==> config.mk <==
export PLATFORM = sky130hd
export DESIGN_NAME = flash_readahead
export DESIGN_NICKNAME = d
export VERILOG_FILES = /design/src/rtl/fra_pkg.sv /design/src/rtl/fra_fifo.sv /design/src/rtl/fra_seq.sv /design/src/rtl/flash_readahead.sv
export SDC_FILE = /design/constraint.sdc
export NUM_CORES = 1
export LEC_CHECK = 0
export CORE_MARGIN = 8
export CORE_UTILIZATION = 35
export DETAILED_ROUTE_END_ITERATION = 12
export PLACE_DENSITY = 0.55
export SETUP_SLACK_MARGIN = 0.15
export SYNTH_ARGS = -nofsm -noshare
export SYNTH_HDL_FRONTEND = slang
export SYNTH_HIERARCHICAL = 1
export SYNTH_SLANG_ARGS = --single-unit
==> constraint.sdc <==
create_clock -name clk -period 9.2 [get_ports clk]
set_clock_uncertainty 0.2 [all_clocks]
set_input_delay 1.38 -clock clk [delete_from_list [all_inputs] [get_ports clk]]
set_output_delay 1.38 -clock clk [all_outputs]
set_load 0.05 [all_outputs]
==> src/rtl/fra_pkg.sv <==
package fra_pkg;
   localparam int LOW_AW = 24;
   localparam int HDR_W  = 40;

   localparam logic [5:0] OFS_CTRL   = 6'h00;
   localparam logic [5:0] OFS_STATUS = 6'h04;
   localparam logic [5:0] OFS_RDATA  = 6'h08;
   localparam logic [5:0] OFS_BASE   = 6'h0C;
   localparam logic [5:0] OFS_NWORDS = 6'h10;
   localparam logic [5:0] OFS_HIBYTE = 6'h14;
   localparam logic [5:0] OFS_LEVEL  = 6'h18;
   localparam logic [5:0] OFS_DONE   = 6'h1C;
   localparam logic [5:0] OFS_CURADR = 6'h20;

   typedef enum logic [1:0] {
      SQ_IDLE,
      SQ_HDR,
      SQ_DATA,
      SQ_GAP
   } sq_state_t;
endpackage

==> src/rtl/fra_fifo.sv <==
module fra_fifo #(
   parameter int WIDTH = 32,
   parameter int DEPTH = 8,
   localparam int PTR_W = (DEPTH > 1) ? $clog2(DEPTH) : 1,
   localparam int LVL_W = $clog2(DEPTH + 1)
) (
   input  logic             clk,
   input  logic             rst_n,
   input  logic             push,
   input  logic [WIDTH-1:0] push_data,
   input  logic             pop,
   output logic [WIDTH-1:0] head,
   output logic             empty,
   output logic             full,
   output logic [LVL_W-1:0] level
);
   generate
      if ((DEPTH < 2) || ((DEPTH & (DEPTH - 1)) != 0)) begin : g_bad_depth
         $error("fra_fifo: DEPTH must be a power of two, at least 2");
      end
   endgenerate

   logic [WIDTH-1:0] mem [DEPTH];
   logic [PTR_W-1:0] wr_ptr, rd_ptr;

   assign empty = (level == '0);
   assign full  = (level == LVL_W'(DEPTH));
   assign head  = mem[rd_ptr];

   always_ff @(posedge clk) begin
      if (push) mem[wr_ptr] <= push_data;
   end

   always_ff @(posedge clk or negedge rst_n) begin
      if (!rst_n) begin
         wr_ptr <= '0;
         rd_ptr <= '0;
         level  <= '0;
      end else begin
         if (push) wr_ptr <= wr_ptr + 1'b1;
         if (pop)  rd_ptr <= rd_ptr + 1'b1;
         case ({push, pop})
            2'b10:   level <= level + 1'b1;
            2'b01:   level <= level - 1'b1;
            default: level <= level;
         endcase
      end
   end
endmodule

==> src/rtl/fra_seq.sv <==
module fra_seq
   import fra_pkg::*;
#(
   parameter int CNT_W = 16
) (
   input  logic              clk,
   input  logic              rst_n,
   input  logic              start,
   input  logic [21:0]       base_word,
   input  logic [CNT_W-1:0]  word_cnt,
   input  logic [7:0]        upper,
   input  logic              addr4,
   input  logic [7:0]        cmd,
   input  logic              fifo_full,
   output logic              push,
   output logic [31:0]       push_data,
   output logic              busy,
   output logic [23:0]       cur_addr,
   output logic [7:0]        cur_upper,
   output logic [CNT_W-1:0]  words_done,
   output logic              sck,
   output logic              cs_n,
   output logic              mosi,
   input  logic              miso
);
   sq_state_t        st;
   logic [HDR_W-1:0] tx;
   logic [5:0]       bitcnt;
   logic             phase;
   logic [CNT_W-1:0] left;
   logic [31:0]      word, word_nx;
   logic [7:0]       cmd_q, upper_q;
   logic             addr4_q;
   logic [5:0]       hdr_last;
   logic             wrap;

   function automatic logic [HDR_W-1:0] mk_hdr(input logic [7:0] c, input logic [7:0] u,
                                              input logic [23:0] a, input logic four);
      return four ? {c, u, a} : {c, a, 8'h00};
   endfunction

   always_comb begin
      word_nx = word;
      word_nx[{bitcnt[4:3], ~bitcnt[2:0]}] = miso;
   end

   assign hdr_last  = addr4_q ? 6'd39 : 6'd31;
   assign push      = (st == SQ_DATA) && phase && (bitcnt == 6'd31);
   assign push_data = word_nx;
   assign busy      = (st != SQ_IDLE);
   assign mosi      = tx[HDR_W-1];
   assign wrap      = &cur_addr[23:2];
   assign cur_upper = addr4_q ? upper_q : 8'h00;

   always_ff @(posedge clk or negedge rst_n) begin
      if (!rst_n) begin
         st         <= SQ_IDLE;
         tx         <= '0;
         bitcnt     <= '0;
         phase      <= 1'b0;
         left       <= '0;
         word       <= '0;
         cmd_q      <= '0;
         upper_q    <= '0;
         addr4_q    <= 1'b0;
         cur_addr   <= '0;
         words_done <= '0;
         sck        <= 1'b0;
         cs_n       <= 1'b1;
      end else begin
         case (st)
            SQ_IDLE: begin
               if (start && (word_cnt != '0)) begin
                  cur_addr   <= {base_word, 2'b00};
                  left       <= word_cnt;
                  words_done <= '0;
                  cmd_q      <= cmd;
                  upper_q    <= upper;
                  addr4_q    <= addr4;
                  tx         <= mk_hdr(cmd, upper, {base_word, 2'b00}, addr4);
                  bitcnt     <= '0;
                  phase      <= 1'b0;
                  word       <= '0;
                  cs_n       <= 1'b0;
                  st         <= SQ_HDR;
               end
            end
            SQ_HDR: begin
               if (!phase) begin
                  sck   <= 1'b1;
                  phase <= 1'b1;
               end else begin
                  sck   <= 1'b0;
                  phase <= 1'b0;
                  tx    <= {tx[HDR_W-2:0], 1'b0};
                  if (bitcnt == hdr_last) begin
                     bitcnt <= '0;
                     st     <= SQ_DATA;
                  end else begin
                     bitcnt <= bitcnt + 1'b1;
                  end
               end
            end
            SQ_DATA: begin
               if (!phase) begin
                  if (!((bitcnt == '0) && fifo_full)) begin
                     sck   <= 1'b1;
                     phase <= 1'b1;
                  end
               end else begin
                  sck   <= 1'b0;
                  phase <= 1'b0;
                  word  <= push ? '0 : word_nx;
                  if (push) begin
                     bitcnt     <= '0;
                     left       <= left - 1'b1;
                     words_done <= words_done + 1'b1;
                     cur_addr   <= cur_addr + 24'd4;
                     if (left == CNT_W'(1)) begin
                        cs_n <= 1'b1;
                        st   <= SQ_IDLE;
                     end else if (wrap) begin
                        cs_n <= 1'b1;
                        st   <= SQ_GAP;
                     end
                  end else begin
                     bitcnt <= bitcnt + 1'b1;
                  end
               end
            end
            default: begin
               tx     <= mk_hdr(cmd_q, upper_q, cur_addr, addr4_q);
               bitcnt <= '0;
               phase  <= 1'b0;
               cs_n   <= 1'b0;
               st     <= SQ_HDR;
            end
         endcase
      end
   end
endmodule

==> src/rtl/flash_readahead.sv <==
module flash_readahead
   import fra_pkg::*;
#(
   parameter int DEPTH = 8,
   parameter int CNT_W = 16,
   localparam int LVL_W = $clog2(DEPTH + 1)
) (
   input  logic        clk,
   input  logic        rst_n,
   input  logic        reg_wr,
   input  logic        reg_rd,
   input  logic [5:0]  reg_addr,
   input  logic [31:0] reg_wdata,
   output logic [31:0] reg_rdata,
   input  logic [7:0]  cfg_cmd,
   input  logic        cfg_addr4,
   output logic        spi_sck,
   output logic        spi_cs_n,
   output logic        spi_mosi,
   input  logic        spi_miso
);
   generate
      if ((CNT_W < 1) || (CNT_W > 32)) begin : g_bad_cnt
         $error("flash_readahead: CNT_W must lie in 1..32");
      end
   endgenerate

   logic [23:0]      base_q;
   logic [CNT_W-1:0] nwords_q;
   logic [7:0]       hibyte_q;
   logic             start, busy;
   logic             fifo_push, fifo_pop, fifo_empty, fifo_full;
   logic [31:0]      fifo_wdata, fifo_head;
   logic [LVL_W-1:0] fifo_level;
   logic [23:0]      cur_addr;
   logic [7:0]       cur_upper;
   logic [CNT_W-1:0] words_done;

   assign start    = reg_wr && (reg_addr == OFS_CTRL) && reg_wdata[0];
   assign fifo_pop = reg_rd && (reg_addr == OFS_RDATA) && !fifo_empty;

   always_ff @(posedge clk or negedge rst_n) begin
      if (!rst_n) begin
         base_q   <= '0;
         nwords_q <= '0;
         hibyte_q <= '0;
      end else if (reg_wr) begin
         case (reg_addr)
            OFS_BASE:   base_q   <= reg_wdata[23:0];
            OFS_NWORDS: nwords_q <= reg_wdata[CNT_W-1:0];
            OFS_HIBYTE: hibyte_q <= reg_wdata[31:24];
            default: ;
         endcase
      end
   end

   always_comb begin
      case (reg_addr)
         OFS_STATUS: reg_rdata = {30'd0, fifo_empty, busy};
         OFS_RDATA:  reg_rdata = fifo_empty ? 32'd0 : fifo_head;
         OFS_BASE:   reg_rdata = {8'd0, base_q};
         OFS_NWORDS: reg_rdata = 32'(nwords_q);
         OFS_HIBYTE: reg_rdata = {hibyte_q, 24'd0};
         OFS_LEVEL:  reg_rdata = 32'(fifo_level);
         OFS_DONE:   reg_rdata = 32'(words_done);
         OFS_CURADR: reg_rdata = {cur_upper, cur_addr};
         default:    reg_rdata = 32'd0;
      endcase
   end

   fra_seq #(.CNT_W(CNT_W)) u_seq (
      .clk        (clk),
      .rst_n      (rst_n),
      .start      (start),
      .base_word  (base_q[23:2]),
      .word_cnt   (nwords_q),
      .upper      (hibyte_q),
      .addr4      (cfg_addr4),
      .cmd        (cfg_cmd),
      .fifo_full  (fifo_full),
      .push       (fifo_push),
      .push_data  (fifo_wdata),
      .busy       (busy),
      .cur_addr   (cur_addr),
      .cur_upper  (cur_upper),
      .words_done (words_done),
      .sck        (spi_sck),
      .cs_n       (spi_cs_n),
      .mosi       (spi_mosi),
      .miso       (spi_miso)
   );

   fra_fifo #(.WIDTH(32), .DEPTH(DEPTH)) u_fifo (
      .clk       (clk),
      .rst_n     (rst_n),
      .push      (fifo_push),
      .push_data (fifo_wdata),
      .pop       (fifo_pop),
      .head      (fifo_head),
      .empty     (fifo_empty),
      .full      (fifo_full),
      .level     (fifo_level)
   );
endmodule

==> After elaboration in Yosys (flattened, before gate mapping) <==
Memory sizes are Yosys's and may differ from the RTL's.
Cells that the tools add are included.
{ "word_totals": {"register_bits": 214, "ram_bits": 256, "inputBits": 52, "out_inout_bits": 35, "word_cells": 145, "n_memories": 1} }
{ "memory_table": {"columns": ["name", "depth", "width", "read_ports", "rd_ports_with_merged_regs", "write_ports", "line_no", "source"], "rows": [
  ["u_fifo.mem", 8, 32, 1, 0, 1, "fra_fifo.sv:23", "logic [WIDTH-1:0] mem [DEPTH];"]
]} }
{ "classes": {"addsub": 8, "order_cmp": 2, "eq_ne": 23, "n_mux": 58, "bitwise": 3, "n_reduce_logical": 31} }
{ "op_table": {"columns": ["op", "n"], "rows": [
  ["$pmux 32 s8", 1],
  ["$mux 32", 6],
  ["$pmux 40 s3", 1],
  ["$mux 16", 6],
  ["$mux 40", 2],
  ["$mux 24", 3],
  ["$pmux 16 s2", 2],
  ["$pmux 32 s2", 1],
  ["$pmux 24 s2", 1],
  ["$mux 6", 6],
  ["$bwmux 32", 1],
  ["$eq 6x5->1 const B", 5],
  ["$add 24x3->24 const B", 1],
  ["$reduce_and 22->1", 1],
  ["$pmux 6 s3", 1],
  ["$add 16x1->16 const B", 1],
  ["$eq 16x1->1 const B", 1],
  ["$reduce_bool 16->1", 1],
  ["$sub 16x1->16 const B", 1],
  ["$mux 2", 7],
  ["$mux 1", 13],
  ["$eq 6x4->1 const B", 2],
  ["$logic_not 6->1", 2],
  ["$ne 2x1->1 const B", 5],
  ["other kinds (31)", 54]
]} }

==> Logic depth before layout (Yosys ltp) <==
{ "depth": {"ltp_word": 9, "mapped_depth": 14, "ltp_nobuf": 11} }

==> By module <==
Netlist, hierarchy kept.
{ "modules_own_cells": {"columns": ["mod", "n_inst", "cells_each", "area_per_inst_um2", "seq_area_each_um2"], "rows": [
  ["fra_fifo", 1, 425, 10296.1, 7937.6],
  ["fra_seq", 1, 1015, 8938.6, 3829.9],
  ["flash_readahead", 1, 256, 3113.0, 1201.2]
]} }

==> Worst setup path after synthesis <==
Ideal clock, no wire load.
{ "synth_timing": {"kind": "input -> output", "startpoint": "in reg_addr[4]", "endpoint": "out reg_rdata[0]", "arrival_time_ns": 2.732, "required_ns": 7.620, "slack_ns": 4.888, "path_stages": 5, "path_buffers": 2, "path_cell_list": "buf_4 -> buf_2 -> or3b_1 -> a211o_1 -> nand4_1"} }
{ "synth_between": {"elab_chain_len": 2, "word_cells_on_any_way": 9, "classes_between": "8 x eq/ne; 1 x mux"} }
{ "synth_rtl": {"columns": ["item", "line_no", "source"], "rows": [
  ["from (decl)", "flash_readahead.sv:12", "input logic [5:0] reg_addr,"],
  ["$eq 6x6->1 (tied with other cells)", "flash_readahead.sv:58", "case (reg_addr)"],
  ["$pmux 32 s8 (*)", "flash_readahead.sv:58", null],
  ["to (decl)", "flash_readahead.sv:14", "output logic [31:0] reg_rdata,"]
]} }
Mark *: on every way between the ends. The rest lies on a longest branch, timed or not.

==> Worst setup path in the final report <==
{ "layout_timing": {"startpoint": "in reg_addr[4]", "endpoint": "out reg_rdata[31]"} }
The elaborated chain is that of the path after synthesis.

==> out/qor.yml <==
p_per_area_nw_per_um2: 190
filler_cell_count: 5913
tns_ns: 0
final_nets: 1801
cp_max_fo: 31
timing.hold.worst.class: "reg2reg"
fin_worst_setup_slack_ns: 2.50
worst_skew_pair.late_latency_ns: 0.61
synth-async-reset-ratio_pct: 45.2
worst_r2r_path_depth: 6
report.final.hold_viol_count: 0
drtIter0Drc: 1410
tightestPinTransition_ns: 1.34
cp_required_ns: 7.62
post-route-drc-count: 0
path_cells: "clkdlybuf4s50_1 -> buf_4 -> nor2b_1 -> and3_1 -> a221o_1 -> clkdlybuf4s50_1"
ys.warnings.count: 6
reg2reg_setup_slack_ns: 5.34
postLayoutCoreUtil_pct: 40.8
timing.critical_path.buf_inv: 3
io_buffer_count: 86
largest_net_degree_at_the_start_of_global_routing: 79
htree_levels: 2
cts_max_path_buffers: 3
area_delta_synth_final_pct: 15.2
post_synth.cell_area_avg_um2: 13.2
grt_antenna_before_repair: 0
net-switching-power_mw: 1.15
avgViaCountPerCell: 5.59
report.power.total_mw: 4.88
most_frequent_standard_cell_in_the_layout_excluding_fill_and_tap_cells: "sky130_fd_sc_hd__edfxtp_1"
layout.cells.most_common_list: "sky130_fd_sc_hd__edfxtp_1, sky130_fd_sc_hd__dfrtp_1, sky130_fd_sc_hd__nand2_1"
mapped_cell_area_um2: 22300
netSwitchingFraction_pct: 23.5
dpl_cell_area_um2: 24000
seq_power_share_pct: 47.7
die_area_um2: 72200
cts_root_buffer: "sky130_fd_sc_hd__clkbuf_16"
fp-row-count: 92
sequential_cell_area_um2: 13000
fmaxAchievable_mhz: 149
dp_hpwl_mm: 40.1
yosys.area.top_type_share_pct: 34.4
final.period_utilization_pct: 72.8
die-height_um: 269
clock-sinks: 467
vias_in_the_first_global_route: 14479
cts.reportedPaths.clkPinSlew_ns: 0.06
globalRoute.totalOverflow: 0
fraction_of_final_layout_cells_sized_beyond_drive_strength_1_pct: 19.1
vdd.ir_drop.worst_v: 0.000123
postCtsSetupBuffers: 0
p_clk_share_pct: 43.8
yosysTopAreaCell: "sky130_fd_sc_hd__edfxtp_1"
ys_seq_elements: 467
cts-resized-gates: 0
reg2reg_from: "u_seq/bitcnt[1]"
postLayoutCellArea_um2: 25700
pre_cts_slack_ns: 2.55
synth_edf_count: 256
slew_viol_final: 0
synth_area_leaders: "sky130_fd_sc_hd__edfxtp_1, sky130_fd_sc_hd__dfrtp_1, sky130_fd_sc_hd__mux2_2"
cts_made_buffers: 52
die_x_um: 269
postRouteAntennaNets: 0
core_um2: 63100
critical_path.max_stage_delay_ns: 1.09
finalNonFillerCells: 2621
drt_wl_total_mm: 63.4
antenna-diode-count: 0
power_report.internal_total_mw: 3.74
rsz0062_at_grt: "false"
path_depth: 6
leakagePower_nw: 9.47
worst_hold_path_depth: 2
via_count: 14663
worstReg2RegEnd: "u_fifo/mem[1][12]"
gp_congestion: 0.862
grt_pass1_wl_mm: 95.0
hold_path_startpoint: "u_seq/word[20]"
seq_area_frac_synth_pct: 58.0
timing.setup.critical_path_class: "in2out"
cts-hold-fix-buffers: 0
track_usage_pct: 17.2
drt-pass1-iter-count: 5
cp_data_arrival_time_ns: 5.12
crit_slowest_cell: "sky130_fd_sc_hd__nor2b_1"
run_status: "finished, final reports clean"
area_occupied_by_multi_input_gates_um2: 8790
floorplan.io_pins: 87
critical_path.top_delay_family: "simple AND/OR/NAND/NOR gates"
timing.critical_path.from_type: "primary input"
netlist_instances: 1696
cell_mode_on_critical_path: "sky130_fd_sc_hd__clkdlybuf4s50_1"
hold_end: "u_seq/word[20]"
postSynth.topFlopCell: "sky130_fd_sc_hd__edfxtp_1"
period_needed_ns: 6.70
cell_count_after_placement: 2525
tritoncts: "yes"
end_kind: "output port"
finish_stage_setup_viols: 0
routed_wire_length_per_instance_um: 24.2
relSlewSlack_pct: 10.1
combPwrFrac_pct: 8.4
post_synth_num_cell_types: 79
hold_ws_ns: 0.263
floorplan.initialDensity_pct: 35.4
number_of_maximum_capacitance_violations: 0
==> how the worst max path moves through the flow <==
stage / end / from
after detailed placement: reg_rdata[31] / reg_addr[4]
after global routing: reg_rdata[31] / reg_addr[4]
after global placement: reg_rdata[31] / reg_addr[4]
final: reg_rdata[31] / reg_addr[4]
after CTS: reg_rdata[31] / reg_addr[4]
after floorplan: reg_rdata[0] / reg_addr[4]
==> cell usage after synthesis (all sizes together), types with 23 or more instances <==
cell type / count
a21oi: 112
a221o: 33
and3: 40
buf: 49
clkbuf: 80
dfrtp: 210
edfxtp: 256
inv: 23
mux2: 147
mux2i: 42
mux4: 64
nand2: 142
nand3: 32
nor2: 87
o21ai: 53
o22ai: 35
==> power by group through the flow <==
| stage | Sequential, mW | Clock, mW | Combinational (mW) |
|---|---|---|---|
| after floorplan | 2.31 | 0 | 0.313 |
| after global placement | 2.37 | 0 | 0.410 |
| after detailed placement | 2.37 | 0 | 0.413 |
| after CTS | 2.33 | 2.20 | 0.415 |
| after global routing | 2.34 | 2.28 | 0.441 |
| final | 2.33 | 2.14 | 0.411 |
==> layer usage <==
metal / up-vias / track usage, % / share of wire [%]
li1: 6604 / - / -
met1: 7480 / 23.5 / 44
met2: 468 / 27.8 / 47
met3: 111 / 3.06 / 5.7
met4: 0 / 5.47 / 3.0
met5: - / 0 / 0
==> cell families (layout without fill, tap and decap cells) <==
logic type	count (synthesis)	count (layout)	share of synthesized area, %
multiplexers	253	253	16.7
adder cells (fa/ha/maj)	16	16	0.896
other	1	2	0.0168
flip-flops	467	467	58.0
XOR/XNOR	11	11	0.431
AND/OR/NAND/NOR	453	453	10.6
buffers and inverters	154	232	3.25
AO/OA/AOI/OAI	341	341	10.1
==> sequential cells by signal, summed over array words and instances (netlist names) <==
name and count:
nwords_q 16, u_seq/addr4_q 1, u_fifo/level 4, u_seq/tx 39, u_seq/bitcnt 6, u_seq/cur_addr 22
u_seq/st 2, u_seq/sck 1, base_q 24, u_seq/cmd_q 8, u_fifo/mem 256, u_seq/left 16
u_fifo/wr_ptr 3, u_fifo/rd_ptr 3, hibyte_q 8, u_seq/words_done 16, u_seq/phase 1, u_seq/cs_n 1
u_seq/upper_q 8, u_seq/word 32
==> final cells by class <==
cell class | count | share of cell area (%)
Multi-Input combinational cell | 1076 | 34.1
Inverter | 25 | 0.364
Clock inverter | 19 | 1.07
Sequential cell | 467 | 50.4
Clock buffer | 77 | 5.85
Tap cell | 846 | 4.11
Timing Repair Buffer | 111 | 4.09
==> worst min-delay path, cell delays in order (launching register included) <==
cell and delay, ns:
sky130_fd_sc_hd__dfrtp_1 0.34, sky130_fd_sc_hd__nand2_1 0.05, sky130_fd_sc_hd__nand2_1 0.05
(Power assumes the default switching activity.)
